==> config.mk <==
export PLATFORM = sky130hd
export DESIGN_NAME = serial_sr_driver
export DESIGN_NICKNAME = d
export VERILOG_FILES = /design/src/rtl/srdrv_pkg.sv /design/src/rtl/srdrv_cfg.sv /design/src/rtl/srdrv_seq.sv /design/src/rtl/srdrv_shift.sv /design/src/rtl/serial_sr_driver.sv
export SDC_FILE = /design/constraint.sdc
export NUM_CORES = 1
export LEC_CHECK = 0
export BUFFER_PORTS_ARGS = -buffer_cell sky130_fd_sc_hd__buf_4
export CAP_MARGIN = 20
export CORE_MARGIN = 1.5
export CORE_UTILIZATION = 47
export CTS_CLUSTER_SIZE = 16
export DETAILED_ROUTE_END_ITERATION = 8
export GPL_TIMING_DRIVEN = 0
export MAX_ROUTING_LAYER = met4
export PLACE_DENSITY_LB_ADDON = 0.08
export REMOVE_ABC_BUFFERS = 1
export SLEW_MARGIN = 20
export SYNTH_ARGS = -nofsm -noshare
export SYNTH_HDL_FRONTEND = slang
export SYNTH_HIERARCHICAL = 1
export SYNTH_SLANG_ARGS = --single-unit
==> constraint.sdc <==
create_clock -name clk -period 1.6 [get_ports clk]
set_input_delay 0.24 -clock clk [delete_from_list [all_inputs] [get_ports clk]]
set_output_delay 0.24 -clock clk [all_outputs]
set_load 0.05 [all_outputs]
==> src/rtl/srdrv_pkg.sv <==
package srdrv_pkg;
  localparam int DEF_WORD_W = 16;
  localparam int MAX_PERIOD = 32;
  localparam int CNT_W      = $clog2(MAX_PERIOD + MAX_PERIOD / 2 + 1);

  typedef logic [CNT_W-1:0] cnt_t;

  typedef struct packed {
    cnt_t period;
    cnt_t half;
    cnt_t lead;
    logic latched;
  } cfg_t;

  function automatic cnt_t period_of(input logic [1:0] code);
    case (code)
      2'd1:    return cnt_t'(4);
      2'd2:    return cnt_t'(8);
      2'd3:    return cnt_t'(16);
      default: return cnt_t'(32);
    endcase
  endfunction
endpackage

==> src/rtl/srdrv_cfg.sv <==
module srdrv_cfg
  import srdrv_pkg::*;
(
  input  logic       clk,
  input  logic       rst_n,
  input  logic       load_i,
  input  logic       busy_i,
  input  logic [1:0] div_code_i,
  input  logic [3:0] dly_code_i,
  input  logic       latched_i,
  output cfg_t       cfg_o
);
  cfg_t cfg_q, cfg_d, cfg_new;
  cnt_t req;

  always_comb begin
    cfg_new.period  = period_of(div_code_i);
    cfg_new.half    = cfg_new.period >> 1;
    req             = cnt_t'(dly_code_i) + cnt_t'(1);
    cfg_new.lead    = (req > cfg_new.half) ? cfg_new.half : req;
    cfg_new.latched = latched_i;
    cfg_d           = load_i ? cfg_new : cfg_q;
  end

  always_ff @(posedge clk or negedge rst_n) begin
    if (!rst_n) begin
      cfg_q.period  <= cnt_t'(32);
      cfg_q.half    <= cnt_t'(16);
      cfg_q.lead    <= cnt_t'(1);
      cfg_q.latched <= 1'b0;
    end else begin
      cfg_q <= cfg_d;
    end
  end

  assign cfg_o = cfg_q;

  // settings captured at start stay fixed while a transfer runs
  assert_cfg_held_R9: assert property (@(posedge clk) disable iff (!rst_n)
    busy_i && $past(busy_i) |-> $stable(cfg_q));
  // the delay in use never exceeds half a period
  assert_lead_clamped_R3: assert property (@(posedge clk) disable iff (!rst_n)
    cfg_q.lead >= cnt_t'(1) && cfg_q.lead <= cfg_q.half);
endmodule

==> src/rtl/srdrv_seq.sv <==
module srdrv_seq
  import srdrv_pkg::*;
#(
  parameter int WORD_W = DEF_WORD_W
) (
  input  logic clk,
  input  logic rst_n,
  input  logic start_i,
  input  cfg_t cfg_i,
  output logic accept_o,
  output logic advance_o,
  output logic finish_o,
  output logic busy_o,
  output logic sclk_o,
  output logic latch_o,
  output logic done_o
);
  localparam int IDX_W = $clog2(WORD_W);
  localparam logic [IDX_W-1:0] LAST_IDX = IDX_W'(WORD_W - 1);

  logic             busy_q, busy_d;
  cnt_t             cnt_q, cnt_d;
  logic [IDX_W-1:0] idx_q, idx_d;
  logic             sclk_q, sclk_d;
  logic             latch_q, latch_d;
  logic             done_q, done_d;
  logic             last_bit, at_end;
  cnt_t             end_cnt;

  always_comb begin
    last_bit  = (idx_q == LAST_IDX);
    end_cnt   = (last_bit && cfg_i.latched) ? cfg_i.lead + cfg_i.period - cnt_t'(1)
                                            : cfg_i.period - cnt_t'(1);
    at_end    = busy_q && (cnt_q == end_cnt);
    accept_o  = start_i && !busy_q;
    advance_o = at_end && !last_bit;
    finish_o  = at_end && last_bit;

    busy_d = busy_q;
    cnt_d  = cnt_q;
    idx_d  = idx_q;
    done_d = 1'b0;
    if (accept_o) begin
      busy_d = 1'b1;
      cnt_d  = '0;
      idx_d  = '0;
    end else if (busy_q) begin
      if (at_end) begin
        cnt_d = '0;
        if (last_bit) begin
          busy_d = 1'b0;
          idx_d  = '0;
          done_d = 1'b1;
        end else begin
          idx_d = idx_q + IDX_W'(1);
        end
      end else begin
        cnt_d = cnt_q + cnt_t'(1);
      end
    end

    sclk_d  = busy_d && (cnt_d >= cfg_i.lead) && (cnt_d < cfg_i.lead + cfg_i.half);
    latch_d = busy_d && cfg_i.latched && (idx_d == LAST_IDX) &&
              (cnt_d >= cfg_i.lead + cfg_i.half);
  end

  always_ff @(posedge clk or negedge rst_n) begin
    if (!rst_n) begin
      busy_q  <= 1'b0;
      cnt_q   <= '0;
      idx_q   <= '0;
      sclk_q  <= 1'b0;
      latch_q <= 1'b0;
      done_q  <= 1'b0;
    end else begin
      busy_q  <= busy_d;
      cnt_q   <= cnt_d;
      idx_q   <= idx_d;
      sclk_q  <= sclk_d;
      latch_q <= latch_d;
      done_q  <= done_d;
    end
  end

  assign busy_o  = busy_q;
  assign sclk_o  = sclk_q;
  assign latch_o = latch_q;
  assign done_o  = done_q;

  // latch strobe and serial clock never overlap
  assert_clk_latch_apart_R5: assert property (@(posedge clk) disable iff (!rst_n)
    !(sclk_q && latch_q));
  // no latch pulse when the captured mode is unlatched
  assert_no_latch_unlatched_R6: assert property (@(posedge clk) disable iff (!rst_n)
    !cfg_i.latched |-> !latch_q);
  // a start during a transfer does not end or restart it
  assert_start_ignored_R7: assert property (@(posedge clk) disable iff (!rst_n)
    busy_q && start_i && !at_end |=> busy_q && (cnt_q != '0 || idx_q != '0));
  // done is a single-cycle pulse that coincides with busy low
  assert_done_single_R8: assert property (@(posedge clk) disable iff (!rst_n)
    done_q |=> !done_q);
  assert_done_idle_R8: assert property (@(posedge clk) disable iff (!rst_n)
    done_q |-> !busy_q && $past(busy_q));
  // idle pins stay low
  assert_idle_quiet_R10: assert property (@(posedge clk) disable iff (!rst_n)
    !busy_q |-> !sclk_q && !latch_q);
endmodule

==> src/rtl/srdrv_shift.sv <==
module srdrv_shift #(
  parameter int WORD_W = srdrv_pkg::DEF_WORD_W
) (
  input  logic              clk,
  input  logic              rst_n,
  input  logic              load_i,
  input  logic              advance_i,
  input  logic              finish_i,
  input  logic              sclk_i,
  input  logic [WORD_W-1:0] word_i,
  output logic              sdata_o
);
  logic [WORD_W-1:0] sh_q, sh_d;
  logic              sdata_q, sdata_d;

  always_comb begin
    sh_d    = sh_q;
    sdata_d = sdata_q;
    if (load_i) begin
      sh_d    = word_i;
      sdata_d = word_i[WORD_W-1];
    end else if (advance_i) begin
      sh_d    = sh_q << 1;
      sdata_d = sh_q[WORD_W-2];
    end else if (finish_i) begin
      sdata_d = 1'b0;
    end
  end

  always_ff @(posedge clk or negedge rst_n) begin
    if (!rst_n) begin
      sh_q    <= '0;
      sdata_q <= 1'b0;
    end else begin
      sh_q    <= sh_d;
      sdata_q <= sdata_d;
    end
  end

  assign sdata_o = sdata_q;

  // data holds steady across a high serial clock
  assert_data_stable_R4: assert property (@(posedge clk) disable iff (!rst_n)
    sclk_i && $past(sclk_i) |-> $stable(sdata_q));
endmodule

==> src/rtl/serial_sr_driver.sv <==
module serial_sr_driver
  import srdrv_pkg::*;
#(
  parameter int WORD_W = DEF_WORD_W
) (
  input  logic              clk,
  input  logic              rst_n,
  input  logic [1:0]        div_code,
  input  logic [3:0]        dly_code,
  input  logic              latched_mode,
  input  logic [WORD_W-1:0] word,
  input  logic              start,
  output logic              sdata,
  output logic              sclk,
  output logic              slatch,
  output logic              busy,
  output logic              done
);
  logic [1:0] rst_sync_q;
  logic       rst_int_n;
  logic       accept, advance, finish;
  cfg_t       cfg;

  always_ff @(posedge clk or negedge rst_n) begin
    if (!rst_n) rst_sync_q <= 2'b00;
    else        rst_sync_q <= {rst_sync_q[0], 1'b1};
  end
  assign rst_int_n = rst_sync_q[1];

  srdrv_cfg u_cfg (
    .clk        (clk),
    .rst_n      (rst_int_n),
    .load_i     (accept),
    .busy_i     (busy),
    .div_code_i (div_code),
    .dly_code_i (dly_code),
    .latched_i  (latched_mode),
    .cfg_o      (cfg)
  );

  srdrv_seq #(.WORD_W(WORD_W)) u_seq (
    .clk       (clk),
    .rst_n     (rst_int_n),
    .start_i   (start),
    .cfg_i     (cfg),
    .accept_o  (accept),
    .advance_o (advance),
    .finish_o  (finish),
    .busy_o    (busy),
    .sclk_o    (sclk),
    .latch_o   (slatch),
    .done_o    (done)
  );

  srdrv_shift #(.WORD_W(WORD_W)) u_shift (
    .clk       (clk),
    .rst_n     (rst_int_n),
    .load_i    (accept),
    .advance_i (advance),
    .finish_i  (finish),
    .sclk_i    (sclk),
    .word_i    (word),
    .sdata_o   (sdata)
  );
endmodule

==> impl_metrics.ini, run 1 <==
[floorplan]
coreArea_um2 = 6760
rows = 30
start_util_pct = 48.5
die_area_um2 = 7480
ios = 31
die_w_um = 86.5
die_y_um = 86.5

[detailed_routing]
wl_per_cell_um = 15.0
num_vias = 2716
dr.pass1.iters = 4
via_per_inst = 5.37
dr.first_iter.drc_count = 91
drt_wl_total_mm = 7.58
route.detailed.drc = 0
ant_nets = 0

[synthesis]
seq_area_frac_synth_pct = 32.2
yosys_warnings = 6
synth_common_cells = dfrtp_1, inv_1, ha_1
syn_inst = 357
synthTopCellsByArea = dfrtp_1, ha_1, mux2i_1, inv_1, nand2_1
synth_top_area_share_pct = 30.6
yosys.area_share.simple_pct = 18.2
synth-seq-cells = 42
synth_xor_area_share_pct = 4.81
synthArstFlopShare_pct = 100
synthFlopType = dfrtp_1
yosysUniqueCellTypes = 64
synthesis.area_um2 = 3270
synth_most_common_cell = dfrtp_1
synth_compound_area_share_pct = 14.5
synth_edf_count = 0
yosys.area.top_type = dfrtp_1
synth_top_family_by_area = simple AND/OR/NAND/NOR gates
synthMuxAreaShare_pct = 6.76
synth_adder_area_share_pct = 14.2
syn_area_per_cell_um2 = 9.17

[place]
port_buffers = 30
dpl.hpwl_mm = 4.99
placed_cells = 453
routabilityCongestion = 0.772
place_ws_ns = -2.81

[timing]
fin_crit_ns = 3.77
grt_setup_unrepaired = yes
maxSlewViolCount = 0
worst_slack_ns = -2.17
max_slew_margin_pct = 66.4
worst_slew_pin_slew_ns = 0.501
whs_ns = 0.129
clock_skew_ns = 0.0109
fmax_mhz = 265
period_share_pct = 236
finalSetupViolCount = 39
hold_viol_final = 0

[pwr]
cellInternalPower_mw = 3.30
power_frac_comb_pct = 57.0
swShare_pct = 41.8
p_sw_mw = 2.37
total_leakage_power_nw = 1.99
finalPower_mw = 5.66
clockPowerShare_pct = 12.3
peakVddDrop_mv = 0.641
seq_power_share_pct = 30.7
powerDensity_nw_per_um2 = 1280

[run]
drv_cap = 0

[global_route]
grt_max_degree = 31
antenna_found_initial = 0
overflow = 0
grt_pass1_wl_mm = 11.9
grt_pass1_vias = 2639
grt.total_usage_pct = 20.9

[setup_path]
cp_max_fo = 3
critical_path_class = reg -> reg
crit_path_end_kind = flip-flop
cp.arrival_ns = 3.97
worstPathRequired_ns = 1.80
startpoint_type = flip-flop

[finish]
nFillCells = 550
area_growth_pct = 35.1
nets = 487
final_util_pct = 65.5
multi_input_area_um2 = 2310
fin_cells = 506
regArea_um2 = 1060
drive_above_1_share_pct = 36.6
diodes = 0

[clock_network]
cts.reportedPaths.clkPinSlew_ns = 0.09
cts_buffer_depth = 2
clock_sinks = 42
root_buffer = clkbuf_8
htreeDepth = 2
cts_buffers = 5
clkLatencyLatePin_ns = 0.31
cts_tree = yes

[run_status]
violations = negative setup slack
status = complete, but fails checks

[worst_hold_path]
hold_path_class = reg -> async
-- registers in the layout, indices dropped and copies added (netlist names) --
register	flops
u_seq/busy_o	1
rst_sync_q	2
u_seq/done_o	1
u_shift/sh_q	15
u_seq/latch_o	1
u_cfg/cfg_o	10
u_seq/sclk_o	1
u_shift/sdata_o	1
u_seq/idx_q	4
u_seq/cnt_q	6
-- kinds of logic after synthesis --
logic type / after synthesis
and+or+nand+nor: 106
AOI/OAI and AO/OA: 71
buffers and inverters: 60
DFF: 42
adders and majority gates: 36
muxes: 22
xor gates and xnor gates: 18
other: 2
-- path summary, 6_finish.rpt --
check | from | end | slack (ns) | cells after the start
worst max-delay path | u_cfg/cfg_o[1]$_DFFE_PN1P_ | u_seq/latch_o$_DFF_PN0_ | -2.17 | 20
worst min-delay path | rst_sync_q[1]$_DFF_PN0_ | u_shift/sh_q[1]$_DFFE_PN0P_ | 0.13 | 0
worst max register to register | u_cfg/cfg_o[1]$_DFFE_PN1P_ | u_seq/latch_o$_DFF_PN0_ | -2.17 | 20
worst min register to register | rst_sync_q[1]$_DFF_PN0_ | u_shift/sh_q[1]$_DFFE_PN0P_ | 0.13 | 0
max in group asynchronous | rst_sync_q[1]$_DFF_PN0_ | u_cfg/cfg_o[1]$_DFFE_PN1P_ | 0.95 | 1
min in group clk | dly_code[0] | u_cfg/cfg_o[1]$_DFFE_PN1P_ | 0.13 | 2
-- critical path, stage by stage, from the launching register on --
cell and delay [ns]:
dfstp_2 0.56, inv_2 0.05, ha_4 0.15, inv_4 0.05, ha_4 0.13, inv_2 0.03
fa_2 0.54, mux2i_4 0.08, xor2_2 0.19, nor3_4 0.28, nand3_4 0.15, nor2_4 0.19
nor3_4 0.06, ha_1 0.33, a21oi_2 0.14, nor2b_1 0.06, o21ai_0 0.13, o211ai_1 0.15
o211a_1 0.25, o21ai_1 0.11, nor4_2 0.05
-- what timing repair did --
| action | in CTS | in global routing |
|---|---|---|
| gates resized for setup | 56 | 46 |
| endpoints found under the setup margin | 40 | 37 |
| hold buffers | 1 | 0 |
| buffers inserted | 19 | 26 |
| cloned | 1 | 1 |
| endpoints found under the hold margin | 2 | 0 |
| pin swaps | 22 | 22 |
-- power by group through the flow --
stage	registers, mW	clock network (mW)	logic (mW)
final	1.74	0.697	3.23
after CTS	1.73	0.713	2.89
after global placement	1.76	0	2.29
after global routing	1.81	0.757	3.57
after floorplan	1.75	0	1.79
after detailed placement	1.75	0	2.39
-- metrics by stage --
| step | TNS, ns | cell area, µm² |
|---|---|---|
| floorplan | -67.31 | 3140 |
| global placement | -98.21 | 3460 |
| detailed placement | -56.26 | 3540 |
| CTS | -44.00 | 4030 |
| global route | -49.15 | 4420 |
| finish | -44.46 | 4420 |
-- cells in the final DEF, fill, tap and decap left out, drive strengths merged, types with 2 or more instances in the layout --
master	instances
o221ai	2
nand2	31
nor2	16
nor3	5
o21a	2
nand4	5
buf	74
and3	3
and4	3
clkbuf	8
inv	39
a21oi	18
mux2i	21
dfstp	2
xor2	6
dfrtp	40
a21o	7
fa	2
nor2b	6
nand2b	9
nand3	12
clkinv	2
nor4	4
ha	34
or2	6
o31ai	3
conb	6
a2bb2oi	3
a2111oi	2
xnor2	12
o21ai	24
-- metal layers --
metal	routed length [µm]	up-vias	track usage [%]
li1	-	1365	-
met1	3500	1310	26.4
met2	3840	34	34.7
met3	152	7	2.95
met4	84	0	6.89
met5	0	-	-
-- cell type report --
cell class                      count  area share (%)
Tap cell                           80            2.26
Timing Repair Buffer               77            16.1
Sequential cell                    42            24.0
Multi-Input combinational cell    260            52.2
Inverter                           39            3.54
Clock inverter                      2           0.311
Clock buffer                        6            1.64
Note: power is estimated with default switching activity, not from simulation.
==> run 2, diff against run 1 <==
- BUFFER_PORTS_ARGS: -buffer_cell sky130_fd_sc_hd__buf_4 -> -buffer_cell sky130_fd_sc_hd__buf_2
- CELL_PAD_IN_SITES_DETAIL_PLACEMENT: unset -> 1
- CELL_PAD_IN_SITES_GLOBAL_PLACEMENT: unset -> 2
- CORE_UTILIZATION: 47 -> 38
==> impl_metrics.ini, run 2 (synthesized netlist as in run 1, its figures left out) <==
[global_route]
grt.total_usage_pct = 20.1
antenna_found_initial = 0
grt_pass1_wl_mm = 13.7
grt_pass1_vias = 2822
overflow = 0
grt_max_degree = 28

[timing]
whs_ns = 0.136
finalSetupTns_ns = -46.12
clock_skew_ns = 0.00933
fmax_mhz = 257
finalSetupViolCount = 30
period_share_pct = 243
max_slew_margin_pct = 65.3
fin_crit_ns = 3.89
worst_slew_pin_slew_ns = 0.517
hold_viol_final = 0
worst_slack_ns = -2.29
grt_setup_unrepaired = yes
maxSlewViolCount = 0

[detailed_routing]
highest_layer = met4
route.detailed.drc = 0
dr.first_iter.drc_count = 36
num_vias = 2788
wl_met2_mm = 4.44
dr.pass1.iters = 4
ant_nets = 0
wl_per_cell_um = 16.5
drt_wl_total_mm = 8.79
wl_met3_um = 209
via_per_inst = 5.23
wl_met1_mm = 4.00

[floorplan]
start_util_pct = 39.5
die_y_um = 95.8
die_area_um2 = 9180
coreArea_um2 = 8300
rows = 33
ios = 31
die_w_um = 95.8

[setup_path]
cp_max_fo = 3
critical_path_class = reg -> reg
crit_path_end_kind = flip-flop
worst-r2r-cell-count = 21
cp.arrival_ns = 4.06
startpoint_type = flip-flop
worstPathRequired_ns = 1.77

[clock_network]
clkLatencyLatePin_ns = 0.30
cts.reportedPaths.clkPinSlew_ns = 0.09
cts_buffers = 5
cts_buffer_depth = 2
htreeDepth = 2
root_buffer = clkbuf_8
clock_sinks = 42
cts_tree = yes

[finish]
nets = 489
area_growth_pct = 39.2
largest_reg_flops = 15
drive_above_1_share_pct = 41.1
max_flop_register = u_shift/sh_q
diodes = 0
final_cell_mix = dfrtp_1, buf_4, buf_2, inv_1, nand2_1
final_common_cell = dfrtp_1

[pwr]
powerDensity_nw_per_um2 = 1360
total_leakage_power_nw = 2.03
peakVddDrop_mv = 0.572

[run_status]
status = complete, but fails checks
violations = negative setup slack

[worst_hold_path]
hold_path_class = in -> reg
worstHoldPathCells = 2

[place]
dpl.hpwl_mm = 5.73
routabilityCongestion = 0.797
port_buffers = 30

[run]
drv_cap = 0
[run 2: cell count changes in the layout (fill, tap and decap cells not counted), sizes merged]
| cell | delta |
|---|---|
| bufbuf | +1 |
| bufinv | +1 |
| clkinv | -2 |
| buf | +3 |
| clkinvlp | +1 |
| clkbuf | -2 |
[run 2: area by class of cell]
cell class / instances / area, µm²
clock buffers: 6 / 72.6
flip-flops and latches: 42 / 1060
repair buffers: 79 / 664
well taps: 105 / 131
clock inverters: 2 / 37.5
fillers: 917 / 3740
inverters: 39 / 154
multi-input cells: 260 / 2440
[run 2: per-layer routing]
| metal | up-vias | GRT usage [%] |
|---|---|---|
| met5 | - | - |
| met4 | 0 | 5.02 |
| met3 | 14 | 2.45 |
| met2 | 36 | 33.8 |
| met1 | 1369 | 25.6 |
| li1 | 1369 | - |
[run 2: critical path, stage by stage, from the launching register on]
cell and delay, ns:
dfstp_2 0.56, inv_2 0.05, ha_4 0.15, inv_4 0.05, ha_4 0.13, inv_2 0.03, fa_2 0.38, xnor2_2 0.16
o21a_1 0.19, a22oi_2 0.30, nor3_4 0.10, nand3_4 0.14, nand2_4 0.07, o21a_1 0.22, ha_1 0.30, nand2b_4 0.14
a21o_1 0.15, a21o_1 0.15, a21o_1 0.16, a21o_1 0.16, a21oi_2 0.11, nor4_1 0.06
[run 2: repair_timing]
item,4_1_cts,5_1_grt
hold buffers,1,0
gates resized for setup,99,46
pin swaps,20,21
endpoints found under the hold margin,2,0
gates cloned,2,0
setup buffers,32,17
setup endpoints to repair,40,39
[run 2: metrics by stage]
stage | power [mW] | instances | cell area (µm²) | utilization, % | setup slack, ns
detailed placement | 4.18 | 478 | 3490 | 42.1 | -2.83
floorplan | 3.54 | 340 | 3140 | - | -2.33
CTS | 5.86 | 521 | 4280 | 51.6 | -2.30
global route | 6.66 | 533 | 4560 | 54.9 | -2.44
finish | 6.21 | 533 | 4560 | 54.9 | -2.29
global placement | 4.07 | 475 | 3420 | 41.2 | -3.33
[run 2: worst paths after layout]
kind	start	endpoint	slack (ns)
max	u_cfg/cfg_o[1]$_DFFE_PN1P_	u_seq/sclk_o$_DFF_PN0_	-2.29
min	dly_code[0]	u_cfg/cfg_o[1]$_DFFE_PN1P_	0.14
max reg2reg	u_cfg/cfg_o[1]$_DFFE_PN1P_	u_seq/sclk_o$_DFF_PN0_	-2.29
min reg2reg	rst_sync_q[1]$_DFF_PN0_	u_cfg/cfg_o[4]$_DFFE_PN0P_	0.18
max in group asynchronous	rst_sync_q[1]$_DFF_PN0_	u_seq/busy_o$_DFF_PN0_	0.95
min in group asynchronous	rst_sync_q[1]$_DFF_PN0_	u_cfg/cfg_o[4]$_DFFE_PN0P_	0.18
[run 2: power by group]
part	internal [mW]	switching [mW]
Clock	0.467	0.404
Combinational	1.77	1.82
Sequential	1.41	0.343
Total	3.64	2.57
==> run 3, diff against run 2 <==
- ABC_AREA: unset -> 1
- CORE_UTILIZATION: 38 -> 35
==> impl_metrics.ini, run 3 <==
[timing]
clock_skew_ns = 0.00998
fmax_mhz = 263
hold_viol_final = 0
finalSetupViolCount = 30
grt_setup_unrepaired = yes
maxSlewViolCount = 0
fin_crit_ns = 3.80
whs_ns = 0.139
worst_slack_ns = -2.20
period_share_pct = 237

[setup_path]
startpoint_type = flip-flop
cp_max_fo = 5
worstPathRequired_ns = 1.80
crit_buf_inv = 4
max_stage_delay_ns = 0.56
critPathTopFamily = compound AO/OA/AOI/OAI gates
critPathSlowestCell = dfstp_2
crit_path_end_kind = flip-flop
critical_path_class = reg -> reg
cp_common_cell = o21a_1
cp.arrival_ns = 4.00

[global_route]
grt_pass1_wl_mm = 15.1
antenna_found_initial = 0
grt_pass1_vias = 3202
grt.total_usage_pct = 19.5
overflow = 0
grt_max_degree = 28

[floorplan]
die_y_um = 99.8
coreArea_um2 = 9150
rows = 35
ios = 31
die_area_um2 = 9960
start_util_pct = 35.8
die_w_um = 99.8

[worst_hold_path]
hold_path_class = in -> reg

[synthesis]
yosys_warnings = 6
synth_top_family_by_area = simple AND/OR/NAND/NOR gates
synth_common_cells = nand2_1, nand3_1, inv_1
synth_most_common_cell = nand2_1
yosysUniqueCellTypes = 36
syn_area_per_cell_um2 = 7.35
synth_xor_area_share_pct = 2.67
synth-seq-cells = 42
synthArstFlopShare_pct = 100
synthTopCellsByArea = dfrtp_1, nand2_1, ha_1, nand3_1, inv_1
synthFlopType = dfrtp_1
yosys.area_share.simple_pct = 33.8
synth_adder_area_share_pct = 14.2
seq_area_frac_synth_pct = 32.1
synth_compound_area_share_pct = 5.00
synthesis.area_um2 = 3280
synth_top_area_share_pct = 30.5
yosys.area.top_type = dfrtp_1
synthMuxAreaShare_pct = 0
syn_inst = 446
synth_edf_count = 0

[finish]
drive_above_1_share_pct = 25.7
fin_cells = 620
final_cell_mix = nand2_1, nand3_1, inv_1, dfrtp_1, buf_2
diodes = 0
final_util_pct = 45.8
largest_reg_flops = 15
fin_area_um2 = 4190
area_growth_pct = 27.8
max_flop_register = u_shift/sh_q
final_common_cell = nand2_1
nets = 570
nFillCells = 1149

[clock_network]
root_buffer = clkbuf_8
clkLatencyLatePin_ns = 0.30
clock_sinks = 42
cts_tree = yes
cts.reportedPaths.clkPinSlew_ns = 0.09
cts_buffers = 5
cts_buffer_depth = 2
htreeDepth = 2

[detailed_routing]
route.detailed.drc = 0
wl_per_cell_um = 14.3
drt_wl_total_mm = 8.88
via_per_inst = 4.89
dr.first_iter.drc_count = 83
num_vias = 3032
ant_nets = 0
dr.pass1.iters = 4

[run_status]
violations = negative setup slack
status = complete, but fails checks

[pwr]
powerDensity_nw_per_um2 = 1900
peakVddDrop_mv = 0.657
total_leakage_power_nw = 2.20

[place]
dpl.hpwl_mm = 6.48
port_buffers = 30
placed_cells = 576
routabilityCongestion = 0.751
placed_area_um2 = 3520

[run]
drv_cap = 0
run 3: area by class of cell:
type	count	area [µm²]	area share [%]
Multi-Input combinational cell	323	2100	50.2
Sequential cell	42	1060	25.3
Timing Repair Buffer	69	534	12.7
Inverter	67	259	6.18
Tap cell	111	139	3.31
Clock buffer	7	86.3	2.06
Clock inverter	1	8.76	0.209
run 3: what timing repair did:
action                                  4_1_cts  5_1_grt
endpoints found under the hold margin         2        0
pin swaps                                    15       21
gates resized for setup                      53       17
endpoints found under the setup margin       30       36
setup buffers                                29        9
cloned                                        0        0
hold buffers                                  1        0
run 3: report_power, final:
part           switching, mW  internal, mW  total (mW)
combinational           2.94          2.40        5.34
clock                  0.394         0.357       0.751
sequential             0.393          1.49        1.88
run 3: per-layer routing:
layer,up-vias,routed length [µm],global-route usage [%]
met5,-,0,-
met4,0,89,4.55
met3,5,166,2.09
met2,30,4480,34.7
met1,1458,4140,23.8
li1,1539,-,-
run 3: through the flow:
step                      power, mW  TNS, ns  worst slack [ns]
after global routing           8.81   -54.12             -2.46
after CTS                      7.74   -50.32             -2.26
final                          7.97   -47.15             -2.20
after global placement         5.75  -102.22             -3.12
after floorplan                4.87   -58.03             -2.32
after detailed placement       5.97   -61.09             -3.11
run 3: logic make-up after synthesis:
logic type                 after synthesis
other                                    2
buffers and inverters                   85
and+or+nand+nor                        243
xor gates and xnor gates                10
AOI/OAI and AO/OA                       28
DFF                                     42
adders and majority gates               36
run 3: worst paths after layout:
kind	start	depth (start not counted)	end	slack (ns)
min in group asynchronous	rst_sync_q[1]$_DFF_PN0_	0	u_shift/sh_q[1]$_DFFE_PN0P_	0.23
hold reg to reg	rst_sync_q[1]$_DFF_PN0_	0	u_shift/sh_q[1]$_DFFE_PN0P_	0.23
max in group asynchronous	rst_sync_q[1]$_DFF_PN0_	1	u_cfg/cfg_o[1]$_DFFE_PN1P_	0.81
setup / recovery	u_cfg/cfg_o[1]$_DFFE_PN1P_	25	u_seq/sclk_o$_DFF_PN0_	-2.20
setup reg to reg	u_cfg/cfg_o[1]$_DFFE_PN1P_	25	u_seq/sclk_o$_DFF_PN0_	-2.20
hold / removal	word[0]	3	u_shift/sh_q[0]$_DFFE_PN0P_	0.14
run 3: worst register-to-register path: cells and delay by family (launching register included):
kind            cells  cell delay (ns)
flops               1             0.56
fa+ha+maj           4             0.91
compound gates      8             1.18
simple gates        8             0.69
buf+inv             4             0.19
xor+xnor            1             0.16
